`src/rtl/vsip_pkg.sv`:
```
package vsip_pkg;
   localparam int HV_W       = 13;
   localparam int HV_SSI_BIT = 2;
   localparam int HV_STI_BIT = 6;
   localparam int HV_SEI_BIT = 10;
   localparam int HV_GEI_BIT = 12;

   typedef struct packed {
      logic sgeip;
      logic vseip;
      logic vstip;
      logic vssip;
   } pend_t;

   localparam int PEND_W = $bits(pend_t);
endpackage

```
`src/rtl/vsip_gext_unit.sv`:
```
module vsip_gext_unit #(
   parameter int GUEST_LINES = 5,
   parameter int SEL_W       = 6
) (
   input  logic [GUEST_LINES:1] pend,
   input  logic [GUEST_LINES:1] en,
   input  logic [SEL_W-1:0]     sel,
   output logic                 sel_hit,
   output logic                 any_enabled
);
   logic [GUEST_LINES:1] pick;

   for (genvar k = 1; k <= GUEST_LINES; k++) begin : g_line
      assign pick[k] = (sel == SEL_W'(k)) & pend[k];
   end

   assign sel_hit     = |pick;
   assign any_enabled = |(pend & en);
endmodule

```
`src/rtl/vsip_timer_cmp.sv`:
```
module vsip_timer_cmp #(
   parameter int TIME_W = 64
) (
   input  logic [TIME_W-1:0] count,
   input  logic [TIME_W-1:0] offset,
   input  logic [TIME_W-1:0] compare,
   output logic              reached
);
   logic [TIME_W-1:0] guest_time;

   always_comb begin
      guest_time = count + offset;
      reached    = (guest_time >= compare);
   end
endmodule

```
`src/rtl/vsip_pend_regs.sv`:
```
module vsip_pend_regs
   import vsip_pkg::*;
(
   input  logic  clk,
   input  logic  rst_n,
   input  pend_t nxt,
   output pend_t cur
);
   logic [PEND_W-1:0] nxt_v, cur_v;

   assign nxt_v = nxt;

   for (genvar b = 0; b < PEND_W; b++) begin : g_bit
      always_ff @(posedge clk or negedge rst_n) begin
         if (!rst_n) cur_v[b] <= 1'b0;
         else        cur_v[b] <= nxt_v[b];
      end
   end

   assign cur = cur_v;
endmodule

```
`src/rtl/vsip_pend_agg.sv`:
```
module vsip_pend_agg
   import vsip_pkg::*;
#(
   parameter int GUEST_LINES = 5,
   parameter int SEL_W       = 6,
   parameter int TIME_W      = 64
) (
   input  logic                   clk,
   input  logic                   rst_n,
   input  logic                   inj_vssip,
   input  logic                   inj_vstip,
   input  logic                   inj_vseip,
   input  logic                   plat_vseip,
   input  logic [GUEST_LINES:0]   gext_pend,
   input  logic [GUEST_LINES:0]   gext_en,
   input  logic [SEL_W-1:0]       gext_sel,
   input  logic [TIME_W-1:0]      rt_count,
   input  logic [TIME_W-1:0]      time_ofs,
   input  logic [TIME_W-1:0]      vt_cmp,
   output logic                   vssip_o,
   output logic                   vstip_o,
   output logic                   vseip_o,
   output logic                   sgeip_o,
   output logic [HV_W-1:0]        hview_o
);
   if (GUEST_LINES < 1 || GUEST_LINES > 63) begin : g_bad_lines
      $error("GUEST_LINES must lie in 1..63");
   end
   if (SEL_W < $clog2(GUEST_LINES + 1)) begin : g_bad_sel
      $error("SEL_W too narrow for GUEST_LINES");
   end
   if (TIME_W < 1) begin : g_bad_time
      $error("TIME_W must be positive");
   end

   logic  unused_bit0;
   logic  sel_hit, any_enabled, reached;
   pend_t nxt, cur;

   assign unused_bit0 = gext_pend[0] ^ gext_en[0];

   vsip_gext_unit #(.GUEST_LINES(GUEST_LINES), .SEL_W(SEL_W)) u_gext (
      .pend        (gext_pend[GUEST_LINES:1]),
      .en          (gext_en[GUEST_LINES:1]),
      .sel         (gext_sel),
      .sel_hit     (sel_hit),
      .any_enabled (any_enabled)
   );

   vsip_timer_cmp #(.TIME_W(TIME_W)) u_tmr (
      .count   (rt_count),
      .offset  (time_ofs),
      .compare (vt_cmp),
      .reached (reached)
   );

   always_comb begin
      nxt.vssip = inj_vssip;
      nxt.vstip = inj_vstip | reached;
      nxt.vseip = inj_vseip | plat_vseip | sel_hit;
      nxt.sgeip = any_enabled;
   end

   vsip_pend_regs u_regs (
      .clk   (clk),
      .rst_n (rst_n),
      .nxt   (nxt),
      .cur   (cur)
   );

   assign vssip_o = cur.vssip;
   assign vstip_o = cur.vstip;
   assign vseip_o = cur.vseip;
   assign sgeip_o = cur.sgeip;

   always_comb begin
      hview_o             = '0;
      hview_o[HV_SSI_BIT] = cur.vssip;
      hview_o[HV_STI_BIT] = cur.vstip;
      hview_o[HV_SEI_BIT] = cur.vseip;
      hview_o[HV_GEI_BIT] = cur.sgeip;
   end
endmodule

```
`config.mk`:
```
export PLATFORM = sky130hd
export DESIGN_NAME = vsip_pend_agg
export DESIGN_NICKNAME = d
export VERILOG_FILES = /design/src/rtl/vsip_pkg.sv /design/src/rtl/vsip_gext_unit.sv /design/src/rtl/vsip_timer_cmp.sv /design/src/rtl/vsip_pend_regs.sv /design/src/rtl/vsip_pend_agg.sv
export SDC_FILE = /design/constraint.sdc
export NUM_CORES = 1
export LEC_CHECK = 0
export BUFFER_PORTS_ARGS = -buffer_cell sky130_fd_sc_hd__buf_2
export CAP_MARGIN = 20
export CORE_MARGIN = 8
export CORE_UTILIZATION = 40
export CTS_BUF_LIST = sky130_fd_sc_hd__clkbuf_8 sky130_fd_sc_hd__clkbuf_16
export DETAILED_ROUTE_END_ITERATION = 7
export PLACE_DENSITY = 0.68
export SETUP_SLACK_MARGIN = 0.15
export SLEW_MARGIN = 20
export SYNTH_ARGS = -nofsm -noshare
export SYNTH_HDL_FRONTEND = slang
export SYNTH_HIERARCHICAL = 1
export SYNTH_SLANG_ARGS = --single-unit
```
`constraint.sdc`:
```
create_clock -name clk -period 1.8 [get_ports clk]
set_input_delay 0.45 -clock clk [delete_from_list [all_inputs] [get_ports clk]]
set_output_delay 0.45 -clock clk [all_outputs]
set_load 0.01 [all_outputs]
```
==> flow_summary.toml <==
[global_routing]
grt_antenna_before_repair = 0
grt_start_max_net_pins = 11
grt_overflow_total = 0
grt_pass1_wl_um = 36200
grt_pass1_vias = 8001
grt_usage_pct = 23.0

[power_and_ir_drop]
power_frac_comb_pct = 89.2
p_sw_share_pct = 44.8
ir_drop_v = 0.000179
p_switching_mw = 1.85
intPower_mw = 2.28
powerDensity_nw_per_um2 = 433
power_frac_seq_pct = 2.5
p_leak_nw = 5.21
pwr-share-clk_pct = 8.3

[floorplanning]
die_y_um = 138
core_area_um2 = 14500
ios = 233
die_w_um = 138
row_count = 44
start_util_pct = 40.8
dieArea_um2 = 19000

[sta]
final_hold_viol_count = 0
layout_setup_ws_ns = -2.32
tns_ns = -2.32
drv_slew = 0
setup_viol = 1
fin_crit_sh_pct = 229
finalCriticalPeriod_ns = 4.12
rsz0062_at_grt = "yes"
fmax_mhz = 243
hold_ws_ns = 0.0277

[routing]
firstDrtPassIters = 5
dr.first_iter.drc_count = 480
via_count = 7981
via_per_inst = 5.33
wl_um = 23500
wl_per_cell_um = 15.7
drc_errors = 0
final_antenna_net_count = 0

[clock_network]
cts.clk_slew.worst_paths_ns = 0.03
cts_tree = "yes"
cts_buffer_depth = 2
h-tree-depth = 1
postCtsHoldBufs = 0
cts_sinks = 4
cts_root_buffer = "clkbuf_16"
cts_buffers = 3

[job]
cap_violations = 0

[placement]
port_buffers = 221
dp_cells = 1485
gp_congestion = 0.929
dp_hpwl_um = 20800
place_ws_ns = -2.62

[setup_path]
cp_num_buf_inv = 2
cpMaxStageDelayCell = "or4_4"
path_cells = "buf_2, ha_4, buf_6, nand4_1, or4_4, o31a_1, a211oi_4, o21ai_1, nor2b_4, xnor2_1, ha_2, a21o_1, a21o_1, a21o_1, a21o_1, a21oi_1, nor2b_1, o21ai_1, o211ai_1, or2_4"
crit_top_cell = "a21o_1"
cp-start-kind = "input port"
cp.depth = 20
crit_type = "input port to flip-flop"
cp_top_family = "compound AO/OA/AOI/OAI gates"
cp_max_fo = 3
crit_start = "time_ofs[12]"
endpoint_kind = "flip-flop"
arrival_ns = 4.22
max_stage_delay_ns = 0.57
critPathRequiredTime_ns = 1.90

[layout]
largest_reg_flops = 4
diodes = 0
layout.nets = 1658
drive_above_1_share_pct = 42.0
area_delta_synth_final_pct = 60.7
stdcell_count = 1496

[yosys]
ys_top_cells_by_count = "ha_1 (127), a21oi_1 (100), inv_1 (89), nand2_1 (69), a21o_1 (58)"
netlist.area_leader.share_pct = 26.8
synth-edff-count = 0
synth-main-ff-cell = "dfrtp_1"
ys_top_cells_by_area = "ha_1 (27%), a21oi_1 (8.4%), a21o_1 (7.3%)"
yosys_warnings = 6
netlist_area_um2 = 5940
yosysMostFrequentCell = "ha_1"
synth_area_per_cell_um2 = 6.92
ys_seq_elements = 4
synth_cells = 858
ys_seq_area_share_pct = 1.69
yosysTopAreaCell = "ha_1"
synthDistinctLibCells = 73
async_flop_share_pct = 100

[worst_hold_path]
hp-class = "input port to asynchronous set/reset pin"

[outcome]
status = "finished, violations left"
failed_checks = "negative setup slack"
[what timing repair did]
item / in CTS / in global routing
resized for setup: 21 / 25
gates cloned: 0 / 0
pin swaps: 19 / 18
buffers inserted: 6 / 2
endpoints found under the setup margin: 1 / 1
[cells in the final DEF, fill, tap and decap left out, types with 5 or more instances in the layout]
cell	count
ha_1	111
nand4_1	30
nand2b_1	6
and2_1	9
nor3_1	10
nor4_1	5
a221oi_1	5
conb_1	9
a21o_1	58
nor2_1	43
a21oi_1	92
o21ai_0	42
nand3_1	11
inv_1	89
nand2_1	68
o21bai_1	13
o21a_1	8
o211ai_1	7
a31oi_1	8
buf_2	219
ha_4	14
buf_4	261
and3_1	6
or3_1	6
xor2_1	18
a21oi_2	6
nor2b_1	5
xnor2_1	37
a211oi_1	7
o21ai_1	9
[power by group through the flow]
stage               clock (mW)  combinational [mW]  sequential (mW)
finish                   0.344                3.68            0.104
global route             0.359                4.04            0.104
CTS                      0.348                3.58            0.104
detailed placement           0                3.49            0.105
global placement             0                3.42            0.106
floorplan                    0                1.98            0.108
[area by class of cell]
cell class	instances	area, µm²
Multi-Input combinational cell	733	5710
Fill cell	1298	4990
Timing Repair Buffer	483	3090
Inverter	89	334
Tap cell	184	230
Sequential cell	4	100
Clock buffer	3	75.1
[per-layer routing]
layer | vias to the layer above | share of wire (%) | track usage, %
li1 | 4029 | - | -
met1 | 3623 | 44 | 29.3
met2 | 287 | 48 | 41.2
met3 | 42 | 6.5 | 1.93
met4 | 0 | 2.0 | 4.90
met5 | - | 0 | 0
[cells by family (layout without fill, tap and decap cells)]
logic type               Yosys count  in the layout  share of synthesized area (%)
adder cells (fa/ha/maj)          128            128                           27.1
other                              1              9                         0.0632
XOR/XNOR                          55             55                           8.11
AND/OR/NAND/NOR                  230            230                           19.4
multiplexers                       6              6                           1.07
flip-flops                         4              4                           1.69
AO/OA/AOI/OAI                    305            305                           33.5
buffers and inverters            129            575                           9.10
[per-stage QoR]
stage	area, µm²	power (mW)	utilization [%]
detailed placement	9180	3.59	63.1
floorplan	6140	2.09	-
global placement	9180	3.52	63.1
global route	9540	4.50	65.7
CTS	9410	4.03	64.8
finish	9540	4.13	65.7
[final timing paths]
kind / end / slack (ns)
max in group asynchronous: u_regs/cur[0]$_DFF_PN0_ / 1.65
min in group clk: u_regs/cur[0]$_DFF_PN0_ / 0.34
worst max-delay path: u_regs/cur[1]$_DFF_PN0_ / -2.32
worst min-delay path: u_regs/cur[3]$_DFF_PN0_ / 0.03
Power figures use the tool's default switching activity.
